## src/rtl/pipe_regs_pkg.sv

```systemverilog
package pipe_regs_pkg;

  // memory-stage control group
  typedef struct packed {
    logic branch;
    logic mem_read;
    logic mem_write;
  } mem_ctl_t;

  // writeback-stage control group
  typedef struct packed {
    logic reg_write;
    logic mem_to_reg;
  } wb_ctl_t;

  localparam mem_ctl_t MEM_CTL_NOP = '{branch: 1'b0, mem_read: 1'b0, mem_write: 1'b0};
  localparam wb_ctl_t  WB_CTL_NOP  = '{reg_write: 1'b0, mem_to_reg: 1'b0};

endpackage

```

## src/rtl/if_id_bank.sv

```systemverilog
module if_id_bank #(
  parameter int XLEN = 32
) (
  input  logic            clk,
  input  logic [XLEN-1:0] instr_d,
  input  logic [XLEN-1:0] pc4_d,
  output logic [XLEN-1:0] instr_q,
  output logic [XLEN-1:0] pc4_q
);
  // fetch results carry no control, so nothing here needs clearing
  always_ff @(posedge clk) begin
    instr_q <= instr_d;
    pc4_q   <= pc4_d;
  end
endmodule

```

## src/rtl/id_ex_bank.sv

```systemverilog
module id_ex_bank
  import pipe_regs_pkg::*;
#(
  parameter int XLEN    = 32,
  parameter int IMM_W   = 16,
  parameter int RADDR_W = 5,
  parameter int EXC_W   = 4
) (
  input  logic               clk,
  input  logic               rst,
  input  logic [XLEN-1:0]    pc4_d,
  input  logic [XLEN-1:0]    rs_d,
  input  logic [XLEN-1:0]    rt_d,
  input  logic [IMM_W-1:0]   imm_d,
  input  logic [RADDR_W-1:0] dest_d,
  input  logic [EXC_W-1:0]   exc_d,
  input  mem_ctl_t           memc_d,
  input  wb_ctl_t            wbc_d,
  output logic [XLEN-1:0]    pc4_q,
  output logic [XLEN-1:0]    rs_q,
  output logic [XLEN-1:0]    rt_q,
  output logic [XLEN-1:0]    imm_q,
  output logic [RADDR_W-1:0] dest_q,
  output logic [EXC_W-1:0]   exc_q,
  output mem_ctl_t           memc_q,
  output wb_ctl_t            wbc_q
);
  logic [XLEN-1:0] imm_wide;

  generate
    if (XLEN > IMM_W) begin : g_sext
      assign imm_wide = {{(XLEN-IMM_W){imm_d[IMM_W-1]}}, imm_d};
    end else begin : g_trunc
      assign imm_wide = imm_d[XLEN-1:0];
    end
  endgenerate

  always_ff @(posedge clk) begin
    pc4_q  <= pc4_d;
    rs_q   <= rs_d;
    rt_q   <= rt_d;
    imm_q  <= imm_wide;
    dest_q <= dest_d;
  end

  // all three control groups ride in this bank; reset turns them into a bubble
  always_ff @(posedge clk) begin
    if (rst) begin
      exc_q  <= '0;
      memc_q <= MEM_CTL_NOP;
      wbc_q  <= WB_CTL_NOP;
    end else begin
      exc_q  <= exc_d;
      memc_q <= memc_d;
      wbc_q  <= wbc_d;
    end
  end
endmodule

```

## src/rtl/ex_mem_bank.sv

```systemverilog
module ex_mem_bank
  import pipe_regs_pkg::*;
#(
  parameter int XLEN    = 32,
  parameter int RADDR_W = 5
) (
  input  logic               clk,
  input  logic               rst,
  input  logic [XLEN-1:0]    tgt_d,
  input  logic               zero_d,
  input  logic [XLEN-1:0]    alu_d,
  input  logic [XLEN-1:0]    rt_d,
  input  logic [RADDR_W-1:0] dest_d,
  input  mem_ctl_t           memc_d,
  input  wb_ctl_t            wbc_d,
  output logic [XLEN-1:0]    tgt_q,
  output logic               zero_q,
  output logic [XLEN-1:0]    alu_q,
  output logic [XLEN-1:0]    rt_q,
  output logic [RADDR_W-1:0] dest_q,
  output mem_ctl_t           memc_q,
  output wb_ctl_t            wbc_q
);
  always_ff @(posedge clk) begin
    tgt_q  <= tgt_d;
    zero_q <= zero_d;
    alu_q  <= alu_d;
    rt_q   <= rt_d;
    dest_q <= dest_d;
  end

  // execute group already consumed; only memory and writeback groups remain
  always_ff @(posedge clk) begin
    if (rst) begin
      memc_q <= MEM_CTL_NOP;
      wbc_q  <= WB_CTL_NOP;
    end else begin
      memc_q <= memc_d;
      wbc_q  <= wbc_d;
    end
  end
endmodule

```

## src/rtl/mem_wb_bank.sv

```systemverilog
module mem_wb_bank
  import pipe_regs_pkg::*;
#(
  parameter int XLEN    = 32,
  parameter int RADDR_W = 5
) (
  input  logic               clk,
  input  logic               rst,
  input  logic [XLEN-1:0]    rdata_d,
  input  logic [XLEN-1:0]    alu_d,
  input  logic [RADDR_W-1:0] dest_d,
  input  wb_ctl_t            wbc_d,
  output logic               we_q,
  output logic [RADDR_W-1:0] dest_q,
  output logic [XLEN-1:0]    data_q
);
  logic [XLEN-1:0] rdata_r;
  logic [XLEN-1:0] alu_r;
  wb_ctl_t         wbc_r;

  always_ff @(posedge clk) begin
    rdata_r <= rdata_d;
    alu_r   <= alu_d;
    dest_q  <= dest_d;
  end

  always_ff @(posedge clk) begin
    if (rst) wbc_r <= WB_CTL_NOP;
    else     wbc_r <= wbc_d;
  end

  // writeback source select: loaded word or ALU result
  always_comb begin
    data_q = wbc_r.mem_to_reg ? rdata_r : alu_r;
    we_q   = wbc_r.reg_write;
  end
endmodule

```

## src/rtl/pipe_interstage_regs.sv

```systemverilog
module pipe_interstage_regs
  import pipe_regs_pkg::*;
#(
  parameter int XLEN    = 32,
  parameter int IMM_W   = 16,
  parameter int RADDR_W = 5,
  parameter int EXC_W   = 4
) (
  input  logic               clk,
  input  logic               rst,
  input  logic [XLEN-1:0]    if_instr,
  input  logic [XLEN-1:0]    if_pc4,
  output logic [XLEN-1:0]    id_instr,
  output logic [XLEN-1:0]    id_pc4,
  input  logic [XLEN-1:0]    id_rs_val,
  input  logic [XLEN-1:0]    id_rt_val,
  input  logic [IMM_W-1:0]   id_imm,
  input  logic [RADDR_W-1:0] id_dest,
  input  logic [EXC_W-1:0]   id_ex_ctl,
  input  logic               id_branch,
  input  logic               id_mem_read,
  input  logic               id_mem_write,
  input  logic               id_reg_write,
  input  logic               id_mem_to_reg,
  output logic [XLEN-1:0]    ex_pc4,
  output logic [XLEN-1:0]    ex_rs_val,
  output logic [XLEN-1:0]    ex_rt_val,
  output logic [XLEN-1:0]    ex_imm_ext,
  output logic [RADDR_W-1:0] ex_dest,
  output logic [EXC_W-1:0]   ex_ctl,
  input  logic [XLEN-1:0]    ex_br_target,
  input  logic               ex_zero,
  input  logic [XLEN-1:0]    ex_alu_res,
  output logic [XLEN-1:0]    mem_br_target,
  output logic               mem_zero,
  output logic [XLEN-1:0]    mem_addr,
  output logic [XLEN-1:0]    mem_wdata,
  output logic               mem_we,
  output logic               mem_re,
  output logic               mem_branch,
  output logic               mem_pc_src,
  input  logic [XLEN-1:0]    mem_rdata,
  output logic               wb_we,
  output logic [RADDR_W-1:0] wb_dest,
  output logic [XLEN-1:0]    wb_data
);
  mem_ctl_t memc_id, memc_ex, memc_mem;
  wb_ctl_t  wbc_id, wbc_ex, wbc_mem;
  logic [RADDR_W-1:0] dest_mem;

  assign memc_id = '{branch: id_branch, mem_read: id_mem_read, mem_write: id_mem_write};
  assign wbc_id  = '{reg_write: id_reg_write, mem_to_reg: id_mem_to_reg};

  if_id_bank #(.XLEN(XLEN)) u_if_id (
    .clk     (clk),
    .instr_d (if_instr),
    .pc4_d   (if_pc4),
    .instr_q (id_instr),
    .pc4_q   (id_pc4)
  );

  id_ex_bank #(.XLEN(XLEN), .IMM_W(IMM_W), .RADDR_W(RADDR_W), .EXC_W(EXC_W)) u_id_ex (
    .clk    (clk),
    .rst    (rst),
    .pc4_d  (id_pc4),
    .rs_d   (id_rs_val),
    .rt_d   (id_rt_val),
    .imm_d  (id_imm),
    .dest_d (id_dest),
    .exc_d  (id_ex_ctl),
    .memc_d (memc_id),
    .wbc_d  (wbc_id),
    .pc4_q  (ex_pc4),
    .rs_q   (ex_rs_val),
    .rt_q   (ex_rt_val),
    .imm_q  (ex_imm_ext),
    .dest_q (ex_dest),
    .exc_q  (ex_ctl),
    .memc_q (memc_ex),
    .wbc_q  (wbc_ex)
  );

  ex_mem_bank #(.XLEN(XLEN), .RADDR_W(RADDR_W)) u_ex_mem (
    .clk    (clk),
    .rst    (rst),
    .tgt_d  (ex_br_target),
    .zero_d (ex_zero),
    .alu_d  (ex_alu_res),
    .rt_d   (ex_rt_val),
    .dest_d (ex_dest),
    .memc_d (memc_ex),
    .wbc_d  (wbc_ex),
    .tgt_q  (mem_br_target),
    .zero_q (mem_zero),
    .alu_q  (mem_addr),
    .rt_q   (mem_wdata),
    .dest_q (dest_mem),
    .memc_q (memc_mem),
    .wbc_q  (wbc_mem)
  );

  assign mem_we     = memc_mem.mem_write;
  assign mem_re     = memc_mem.mem_read;
  assign mem_branch = memc_mem.branch;
  assign mem_pc_src = memc_mem.branch & mem_zero;

  mem_wb_bank #(.XLEN(XLEN), .RADDR_W(RADDR_W)) u_mem_wb (
    .clk     (clk),
    .rst     (rst),
    .rdata_d (mem_rdata),
    .alu_d   (mem_addr),
    .dest_d  (dest_mem),
    .wbc_d   (wbc_mem),
    .we_q    (wb_we),
    .dest_q  (wb_dest),
    .data_q  (wb_data)
  );

  // cycles since reset released, saturating, so $past never reaches into reset
  logic [1:0] since_rst;
  always_ff @(posedge clk) begin
    if (rst)                  since_rst <= '0;
    else if (since_rst != 2'd3) since_rst <= since_rst + 2'd1;
  end

  // a memory write belongs to the instruction decoded two cycles earlier
  p_store_in_own_slot_r4: assert property (@(posedge clk) disable iff (rst)
    (since_rst >= 2'd2 && mem_we) |-> $past(id_mem_write, 2));

  // take-branch only for a branch decoded two cycles earlier
  p_pc_src_origin_r5: assert property (@(posedge clk) disable iff (rst)
    (since_rst >= 2'd2 && mem_pc_src) |-> $past(id_branch, 2));

  // register write enable follows its instruction through three banks
  p_wb_enable_origin_r6: assert property (@(posedge clk) disable iff (rst)
    (since_rst == 2'd3 && wb_we) |-> $past(id_reg_write, 3));

  // write number matches the one decoded with that enable
  p_wb_dest_origin_r6: assert property (@(posedge clk) disable iff (rst)
    (since_rst == 2'd3 && wb_we) |-> (wb_dest == $past(id_dest, 3)));

  // a reset edge leaves every control output in the bubble state
  p_reset_bubble_r8: assert property (@(posedge clk)
    rst |=> (ex_ctl == '0 && !mem_we && !mem_re && !mem_branch && !mem_pc_src && !wb_we));

endmodule

```

## config.mk

```make
export PLATFORM = sky130hd
export DESIGN_NAME = pipe_interstage_regs
export DESIGN_NICKNAME = d
export VERILOG_FILES = /design/src/rtl/pipe_regs_pkg.sv /design/src/rtl/if_id_bank.sv /design/src/rtl/id_ex_bank.sv /design/src/rtl/ex_mem_bank.sv /design/src/rtl/mem_wb_bank.sv /design/src/rtl/pipe_interstage_regs.sv
export SDC_FILE = /design/constraint.sdc
export NUM_CORES = 1
export LEC_CHECK = 0
export BUFFER_PORTS_ARGS = -buffer_cell sky130_fd_sc_hd__buf_2
export CORE_AREA = 2 2 230 232
export CTS_BUF_LIST = sky130_fd_sc_hd__clkbuf_4
export DETAILED_ROUTE_END_ITERATION = 10
export DIE_AREA = 0 0 232 234
export PLACE_DENSITY_LB_ADDON = 0.1
export SETUP_SLACK_MARGIN = 0.4
export SYNTH_ARGS = -nofsm -noshare
export SYNTH_HDL_FRONTEND = slang
export SYNTH_SLANG_ARGS = --single-unit
```

## constraint.sdc

```tcl
create_clock -name clk -period 1.2 [get_ports clk]
set_input_delay 0 -clock clk [delete_from_list [all_inputs] [get_ports clk]]
set_output_delay 0 -clock clk [all_outputs]
set_load 0.02 [all_outputs]
```

==> results.ini, run 1 <==
[synth]
synth-seq-cells = 368
synth_warnings = 0
syn_inst = 438
syn_nets = 695
avgSynthCellArea_sq_um = 18.6
synth.cell_area_sq_um = 8160
ys_types = 10
seq_area_frac_synth_pct = 90.3

[die]
die_w_microns = 232
rows = 84
io_pins = 597
start_util_pct = 15.7
die_h_microns = 234

[cts]
cts_num_sinks = 368
post-cts-setup-buffer-count = 14
cts-root-buf = clkbuf_4
clockBufferDepth = 3
htreeDepth = 3
ctsResizeCount = 946
cts_inserted_buffers = 104
ctsHoldBuffers = 380

[outcome]
status = aborted with a tool error
error_line = [ERROR RSZ-0060] Max buffer count reached.
stop_stage = clock tree synthesis

[placed_design]
place_congestion = 0.722
portBuffers = 596
place_hpwl_mm = 20.9

cell usage after synthesis, drive strengths merged:
cell / n / share of area [%]
clkbuf: 1 / 0.046
mux2: 32 / 5.8
buf: 20 / 2.3
nor2b: 4 / 0.31
and2: 1 / 0.077
and2b: 12 / 1.1
dfxtp: 368 / 90
metrics by stage:
stage | cell area [sq um] | util (%) | hold WS [ps] | setup slack (ps) | cells
3_5_place_dp | 11800 | 22.7 | 104 | 121 | 1703
3_3_place_gp | 11800 | 22.7 | 102 | 127 | 1703
2_1_floorplan | 8160 | - | 27.7 | 302 | 438
cell families after synthesis:
kind of cell           synth area share [%]
multiplexers                           5.80
AND/OR/NAND/NOR                        1.49
flip-flops                             90.3
buffers and inverters                  2.39
==> inputs of run 2 (changes only) <==
CORE_AREA = 2 2 236 238   (was 2 2 230 232)
CTS_BUF_LIST = default   (was sky130_fd_sc_hd__clkbuf_4)
DIE_AREA = 0 0 238 240   (was 0 0 232 234)
PLACE_DENSITY_LB_ADDON = 0.15   (was 0.1)
SETUP_SLACK_MARGIN = default   (was 0.4)
==> run 2 against run 1 <==
Compared with the run above: the flow now finishes, with violations (negative setup slack); synthesized cell count unchanged; synthesized area did not move.
==> results.ini, run 2 <==
[synth]
synth_warnings = 0  ; unchanged
synth_edf_count = 0  ; unchanged
synth_area_leaders = dfxtp_1 90%, mux2_4 5.5%, buf_4 1.5%
ys.flop_type = dfxtp_1
ys_types = 10  ; unchanged
syn_inst = 438  ; unchanged
synth.cell_area_sq_um = 8160  ; unchanged
syn_nets = 695  ; unchanged
synth_top_area_cell = dfxtp_1
synth-seq-cells = 368  ; unchanged
avgSynthCellArea_sq_um = 18.6  ; unchanged
seq_area_frac_synth_pct = 90.3  ; unchanged
synth_most_common_cell = dfxtp_1
async_reset_ff_share_pct = 0  ; unchanged
synth_top_area_share_pct = 90.3  ; unchanged
synthTopCellsByCount = 368 x dfxtp_1, 30 x mux2_4, 16 x buf_4

[timing]
slew_viol_final = 0
fin_hold_ws_ps = 65.7
skew_ps = 11.3
rsz0062_at_grt = true
setup_ws_ps = -436
relSlewSlack_pct = 86.2
fin_crit_sh_pct = 136
worstMarginPinSlew_ps = 207
setup_viol = 37
hold_viol = 0
fmax_mhz = 611
fin_crit_ps = 1640

[worst_setup_path]
cp-end-kind = primary output
path_max_fanout = 6
arrival_ps = 1640
critical-path-top-delay-family = buffers and inverters
worstPathRequired_ps = 1200
worstPathCellList = buf_12 -> buf_16 -> mux2_4 -> buf_6
criticalPathCategory = reg -> out
r2r-start = u_ex_mem.wbc_q[0]$_SDFF_PP0_
slowest_stage = dfxtp_4
cp-startpoint = u_mem_wb.wbc_r[0]$_SDFF_PP0_
slowest_delay_ps = 360
worst-path-buf-inv = 3
start_kind = register

[detailed_routing]
route.detailed.drc = 0
dr.first_iter.drc_count = 107
drtAntennaViolNets = 0
wire_per_inst_microns = 13.5
via_count = 6458
wirelength_mm = 27.9
firstDrtPassIters = 4
via_per_inst = 3.13

[die]
die_w_microns = 238  ; +2.6%
dieArea_sq_um = 57100
core_sq_um = 54700
die_h_microns = 240  ; +2.6%
start_util_pct = 14.9  ; -0.76 points
rows = 86  ; +2.4%
io_pins = 597  ; unchanged

[global_routing]
gr-total-overflow = 0
grt_max_degree = 18
grt_pass1_wl_mm = 39.5
grt_pass1_vias = 6926
grtUsageTotal_pct = 9.18
antenna_found_initial = 1

[power]
p_leak_nw = 7.68
finalPower_mw = 28.9
power_density_nw_per_um2 = 1790
ir_drop_uv = 1160

[outcome]
status = finished, violations left
violations = negative setup slack

[finish]
fin_nets = 1587
final_cell_mix = 569 x buf_2, 364 x dfxtp_1, 265 x dlygate4sd3_1
final_cells = 2064
num-fill-cells = 5646
syn_to_final_growth_pct = 98.5
final_layout_size_suffix_gt1_share_pct = 51.9
final_common_cell = buf_2

[min_path]
hold_path_class = in -> reg
hp-start = if_pc4[10]

[job]
maxCapViolCount = 0

[cts]
clk-insertion-delay-late_ps = 570
clockBufferDepth = 3  ; unchanged
cts_num_sinks = 368  ; unchanged
htreeDepth = 2  ; -1
cts_inserted_buffers = 43  ; -59%
cts_tree = built
cts-root-buf = clkbuf_16
path_clk_slew_ps = 60

[placed_design]
dp.cells = 1719  ; +0.94%
place_hpwl_mm = 20.4  ; -2.5%
place_congestion = 0.715  ; -0.90%
portBuffers = 596  ; unchanged
pre_cts_ws_ps = 114  ; -6.39 ps

-- run 2: cell counts after synthesis --
No cell type changed its count.
-- run 2: cell families after synthesis --
family | count (synthesis) | share of synthesized area (%)
buf+inv | 21 | 2.39
flops | 368 | 90.3
mux | 32 | 5.80
simple gates | 17 | 1.49
-- run 2: layout make-up --
type                       count  area (sq um)  area share [%]
clock inverter                17           230            1.42
timing repair buffer         868          5910            36.5
sequential                   368          7380            45.6
clock buffer                  57          1190            7.34
antenna                        1          2.50          0.0155
multi-input combinational     49           597            3.69
tap                          704           881            5.44
-- run 2: metrics by stage --
stage / utilization, % / setup TNS (ps) / cell area [sq um]
final: 29.6 / -13020 / 16200
after detailed placement: 21.7 / 0 / 11900
after CTS: 29.4 / -14930 / 16100
after global routing: 29.6 / -16260 / 16200
after global placement: 21.7 / 0 / 11900
after floorplan: - / 0 / 8160
-- run 2: path summary, 6_finish.rpt --
| kind | endpoint | slack (ps) | depth (start not counted) |
|---|---|---|---|
| setup / recovery | wb_data[31] | -440 | 4 |
| hold / removal | u_if_id.pc4_q[10]$_DFF_P_ | 70 | 2 |
| setup reg to reg | u_mem_wb.wbc_r[0]$_SDFF_PP0_ | 590 | 1 |
| hold reg to reg | u_mem_wb.dest_q[2]$_DFF_P_ | 310 | 0 |
-- run 2: power breakdown --
part	internal [mW]	switching, mW	total, mW
clock network	7.88	5.13	13.0
registers	12.9	0.202	13.1
logic	1.45	1.40	2.84
-- run 2: repair_timing --
| action | 4_1_cts | 5_1_grt |
|---|---|---|
| resized for setup | 31 | 27 |
| endpoints found under the setup margin | 50 | 58 |
| setup buffers | 1 | 2 |
| hold buffers | 265 | 0 |
| gates cloned | 2 | 0 |
| hold endpoints to repair | 262 | 0 |
-- run 2: metal layers --
metal | track usage, % | up-vias | routed length [microns]
met5 | 0 | - | 16
li1 | - | 3161 | -
met4 | 4.53 | 2 | 916
met3 | 4.32 | 54 | 2920
met1 | 9.18 | 2898 | 9960
met2 | 16.0 | 343 | 14100
No activity file was read; power rests on OpenSTA's default activity.
==> inputs of run 3 (changes only) <==
BUFFER_PORTS_ARGS = -buffer_cell sky130_fd_sc_hd__clkbuf_2   (was -buffer_cell sky130_fd_sc_hd__buf_2)
==> run 3 against run 2 <==
Compared with the run above: the flow still finishes with violations (negative setup slack); sequential cell count did not move; combinational power rose by 2%; sequential share of layout area fell by 0.28 points; register-to-register slack barely moved; largest cell class unchanged; largest power group unchanged.
==> results.ini, run 3 (synthesis results as in run 2) <==
[global_routing]
grt_pass1_wl_mm = 39.1  ; -1.0%
grt_max_degree = 17  ; -1
antenna_found_initial = 1  ; unchanged
grtUsageTotal_pct = 9.08  ; -0.10 points
grt_pass1_vias = 6808  ; -1.7%
gr-total-overflow = 0  ; unchanged

[worst_setup_path]
slowest_stage = dfxtp_4
slowest_delay_ps = 360  ; about the same
criticalPathCategory = reg -> out
r2r-end = u_mem_wb.wbc_r[0]$_SDFF_PP0_
arrival_ps = 1610  ; -30 ps
start_kind = register
worstPathRequired_ps = 1200  ; about the same
path_max_fanout = 6  ; unchanged
cp-startpoint = u_mem_wb.wbc_r[0]$_SDFF_PP0_
path_depth = 4  ; unchanged
worst-path-buf-inv = 3  ; unchanged
reg2reg_slack_ps = 580  ; about the same
worstSetupEndpoint = wb_data[10]
worstPathCellList = buf_12 -> buf_16 -> mux2_4 -> buf_8
r2r-start = u_ex_mem.wbc_q[0]$_SDFF_PP0_
ff2ff_path_depth = 1  ; unchanged
critical-path-top-delay-family = buffers and inverters
cp-end-kind = primary output

[finish]
multi_input_area_sq_um = 594  ; -0.42%
num-fill-cells = 5678  ; +0.57%
syn_to_final_growth_pct = 99.7
final_cell_mix = 559 x clkbuf_2, 365 x dfxtp_1, 264 x dlygate4sd3_1
final_layout_size_suffix_gt1_share_pct = 52.0  ; about the same
fin_nets = 1585  ; -0.13%
ff_latch_area_sq_um = 7380  ; about the same
n_antenna_cell = 0  ; -1
fin_util_pct = 29.8  ; +0.18 points
final_common_cell = clkbuf_2

[cts]
clk-insertion-delay-late_ps = 540  ; -30 ps
clockBufferDepth = 3  ; unchanged
cts-root-buf = clkbuf_16
cts_inserted_buffers = 41  ; -4.7%
path_clk_slew_ps = 60  ; about the same
cts_num_sinks = 368  ; unchanged
htreeDepth = 2  ; unchanged
cts_tree = built

[timing]
hold_viol = 0  ; unchanged
setup_ws_ps = -409  ; +27.4 ps
slew_viol_final = 0  ; unchanged
skew_ps = 12.2  ; +0.950 ps
setup_viol = 32  ; -14%
relSlewSlack_pct = 85.6  ; -0.55 points
rsz0062_at_grt = true
fin_hold_ws_ps = 95.7  ; +30.0 ps
fin_crit_ps = 1610  ; -27.4 ps
fmax_mhz = 622  ; +1.7%
fin_crit_sh_pct = 134  ; -2.3 points
worstMarginPinSlew_ps = 216  ; +8.22 ps

[detailed_routing]
dr.first_iter.drc_count = 107  ; unchanged
firstDrtPassIters = 4  ; unchanged
drtAntennaViolNets = 0  ; unchanged
via_count = 6435  ; -0.36%
wire_per_inst_microns = 13.5  ; about the same
route.detailed.drc = 0  ; unchanged
wirelength_mm = 27.9  ; -0.21%
via_per_inst = 3.13  ; about the same

[die]
start_util_pct = 14.9  ; unchanged
core_sq_um = 54700  ; unchanged
die_w_microns = 238  ; unchanged
dieArea_sq_um = 57100  ; unchanged
rows = 86  ; unchanged
io_pins = 597  ; unchanged
die_h_microns = 240  ; unchanged

[outcome]
violations = negative setup slack
status = finished, violations left

[min_path]
hp-start = id_imm[11]
hold_path_class = in -> reg

[placed_design]
portBuffers = 596  ; unchanged
place_hpwl_mm = 20.4  ; +0.11%
place_congestion = 0.711  ; -0.62%

[power]
finalPower_mw = 28.8  ; -0.50%
ir_drop_uv = 1120  ; -4.2%
p_leak_nw = 7.83  ; +1.9%
power_density_nw_per_um2 = 1770  ; -1.1%

[job]
maxCapViolCount = 0  ; unchanged

-- run 3: cell count changes in the layout (fill, tap and decap cells not counted), moves of 3 or more --
cell      delta
buf_2      -567
buf_4        -6
buf_8       +13
clkbuf_1     -4
clkbuf_2   +559
clkbuf_8     +3
-- run 3: layout make-up --
type	instances	area share, %
well taps	704	5.41
repair buffers	868	37.2
multi-input cells	49	3.65
clock inverters	15	1.34
flip-flops and latches	368	45.3
clock buffers	54	7.15
-- run 3: how the worst min path moves through the flow --
stage / end / cells after the start
after floorplan: u_ex_mem.alu_q[0]$_DFF_P_ / 0
after global placement: u_id_ex.rs_q[14]$_DFF_P_ / 1
after detailed placement: u_if_id.instr_q[7]$_DFF_P_ / 1
after CTS: u_if_id.pc4_q[31]$_DFF_P_ / 2
after global routing: u_if_id.pc4_q[23]$_DFF_P_ / 2
final: u_id_ex.imm_q[11]$_DFF_P_ / 2
-- run 3: report_power, final --
| part | total, mW | switching, mW | internal [mW] |
|---|---|---|---|
| logic | 2.91 | 1.43 | 1.48 |
| clock network | 12.8 | 4.90 | 7.88 |
| registers | 13.1 | 0.217 | 12.9 |
| total | 28.8 | 6.55 | 22.2 |
-- run 3: stage by stage --
step / std cells / worst slack [ps] / instance area (sq um) / TNS (ps)
after floorplan: 438 / 294 / 8160 / 0
after global placement: 1719 / 124 / 11900 / 0
after detailed placement: 1719 / 104 / 11900 / 0
after CTS: 2057 / -489 / 16100 / -14990
after global routing: 2058 / -490 / 16300 / -15640
final: 2058 / -409 / 16300 / -12180
-- run 3: timing repair --
action	in CTS	in global routing
gates resized for setup	22	91
setup buffers	3	0
gates cloned	2	1
setup endpoints to repair	50	57
hold buffers	264	0
hold endpoints to repair	261	0
-- run 3: routing by layer --
metal  vias to the layer above  wire length, microns  part of all wire [%]  global-route usage (%)
li1                       3155                     -                     -                       -
met1                      2887                  9960                    36                    9.12
met2                       341                 14200                    51                    16.1
met3                        50                  2880                    10                    4.40
met4                         2                   789                   2.8                    3.75
met5                         -                    16                 0.057                       0
==> inputs of run 4 (changes only) <==
clock period = 1.7 ns   (was 1.2 ns; I/O delays follow)
==> run 4 against run 3 <==
Compared with the run above: the flow now finishes without violations; via count is 0.70% lower; clock-buffer cell count is 8 higher; sequential cell count stayed put; clock power is 31% lower; critical path depth is 1 lower.
==> results.ini, run 4 (synthesis results as in run 2) <==
[timing]
fmax_mhz = 605
hold_viol = 0  ; unchanged
fin_crit_sh_pct = 97.2
worstMarginPinSlew_ps = 411  ; +195 ps
setup_viol = 0  ; -100%
slew_viol_final = 0  ; unchanged
rsz0062_at_grt = true
setup_tns_ps = 0  ; +12180 ps
skew_ps = 11.3  ; -0.922 ps
fin_crit_ps = 1650
relSlewSlack_pct = 72.6  ; -13 points

[detailed_routing]
wirelength_mm = 27.4  ; -1.5%
via_per_inst = 3.10  ; -0.75%
dr.first_iter.drc_count = 91  ; -15%
wire_per_inst_microns = 13.3  ; -1.6%
firstDrtPassIters = 4  ; unchanged
drtAntennaViolNets = 0  ; unchanged
via_count = 6390  ; -0.70%
route.detailed.drc = 0  ; unchanged

[power]
p_leak_nw = 7.68  ; -1.9%
power_density_nw_per_um2 = 1260  ; -29%
finalPower_mw = 20.0  ; -31%
ir_drop_uv = 1010  ; -9.3%

[cts]
clockBufferDepth = 3  ; unchanged
htreeDepth = 2  ; unchanged
cts_tree = built
cts_num_sinks = 368  ; unchanged
cts_inserted_buffers = 42  ; +2.4%
path_clk_slew_ps = 60  ; about the same
cts-root-buf = clkbuf_16
clk-insertion-delay-late_ps = 560  ; +20 ps

[finish]
multi_input_area_sq_um = 594  ; unchanged
final_common_cell = clkbuf_2
n_antenna_cell = 0  ; unchanged
final_cell_mix = 587 x clkbuf_2, 367 x dfxtp_1, 265 x dlygate4sd3_1
syn_to_final_growth_pct = 95.0
fin_area_sq_um = 15900  ; -2.3%
final_layout_size_suffix_gt1_share_pct = 51.1  ; -0.92 points
ff_latch_area_sq_um = 7370  ; about the same
num-fill-cells = 5670  ; -0.14%
fin_nets = 1581  ; -0.25%

[worst_setup_path]
cp-end-kind = primary output
arrival_ps = 1650  ; +40 ps
r2r-start = u_id_ex.wbc_q[0]$_SDFF_PP0_
worstPathRequired_ps = 1700  ; +500 ps
criticalPathCategory = reg -> out
cp-startpoint = u_mem_wb.wbc_r[0]$_SDFF_PP0_
start_kind = register
path_max_fanout = 16  ; +10

[placed_design]
place_congestion = 0.713  ; +0.24%
place_hpwl_mm = 20.4  ; about the same
dpl_cell_area_sq_um = 11800  ; about the same
portBuffers = 596  ; unchanged

[die]
die_w_microns = 238  ; unchanged
rows = 86  ; unchanged
start_util_pct = 14.9  ; unchanged
io_pins = 597  ; unchanged
die_h_microns = 240  ; unchanged
dieArea_sq_um = 57100  ; unchanged
core_sq_um = 54700  ; unchanged

[outcome]
status = completed

[min_path]
hp-start = if_instr[7]
hold_path_class = in -> reg

[global_routing]
grt_pass1_vias = 6778  ; -0.44%
grt_max_degree = 18  ; +1
antenna_found_initial = 0  ; -1
grtUsageTotal_pct = 9.00  ; -0.076 points
gr-total-overflow = 0  ; unchanged
grt_pass1_wl_mm = 38.6  ; -1.1%

[job]
maxCapViolCount = 0  ; unchanged

## run 4: report_power, final
group,internal (mW),leakage (nW),total [mW],switching (mW)
logic,0.969,3.92,1.95,0.979
clock network,5.20,0.653,8.77,3.56
registers,9.09,3.10,9.25,0.160
## run 4: per-stage QoR
stage | util (%) | std cells | setup slack [ps] | hold slack, ps
CTS | 29.0 | 2059 | -48.0 | 22.3
global route | 29.1 | 2059 | -45.3 | 41.8
global placement | 21.7 | 1718 | 578 | 102
detailed placement | 21.7 | 1718 | 564 | 104
floorplan | - | 438 | 794 | 27.7
finish | 29.1 | 2059 | 48.1 | 77.9
## run 4: worst max-delay path, stage by stage, from the launching register on
cell and delay, ps:
dfxtp_4 400, buf_12 190, mux2_2 340, buf_2 160
## run 4: layer usage
| metal | wire length, microns | track usage [%] |
|---|---|---|
| met1 | 9720 | 8.94 |
| met2 | 13900 | 15.8 |
| met3 | 2950 | 4.31 |
| met4 | 877 | 4.28 |
| met5 | 0 | 0 |
## run 4: path summary, 6_finish.rpt
| check | to | slack [ps] | cells past startpoint |
|---|---|---|---|
| worst max-delay path | wb_data[30] | 50 | 3 |
| worst min-delay path | u_if_id.instr_q[7]$_DFF_P_ | 80 | 2 |
| worst max register to register | u_ex_mem.wbc_q[0]$_SDFF_PP0_ | 1110 | 1 |
| worst min register to register | u_mem_wb.dest_q[4]$_DFF_P_ | 330 | 0 |
## run 4: cell type report
type | count | share of cell area, %
sequential | 368 | 46.3
timing repair buffer | 863 | 36.0
clock buffer | 62 | 7.53
tap | 704 | 5.54
multi-input combinational | 49 | 3.74
clock inverter | 13 | 0.897
## run 4: what timing repair did
action                                  in CTS  in global routing
hold endpoints to repair                   262                  0
endpoints found under the setup margin      32                 16
setup buffers                                0                  0
gates cloned                                 1                  0
gates resized for setup                      2                 22
hold buffers                               265                  0
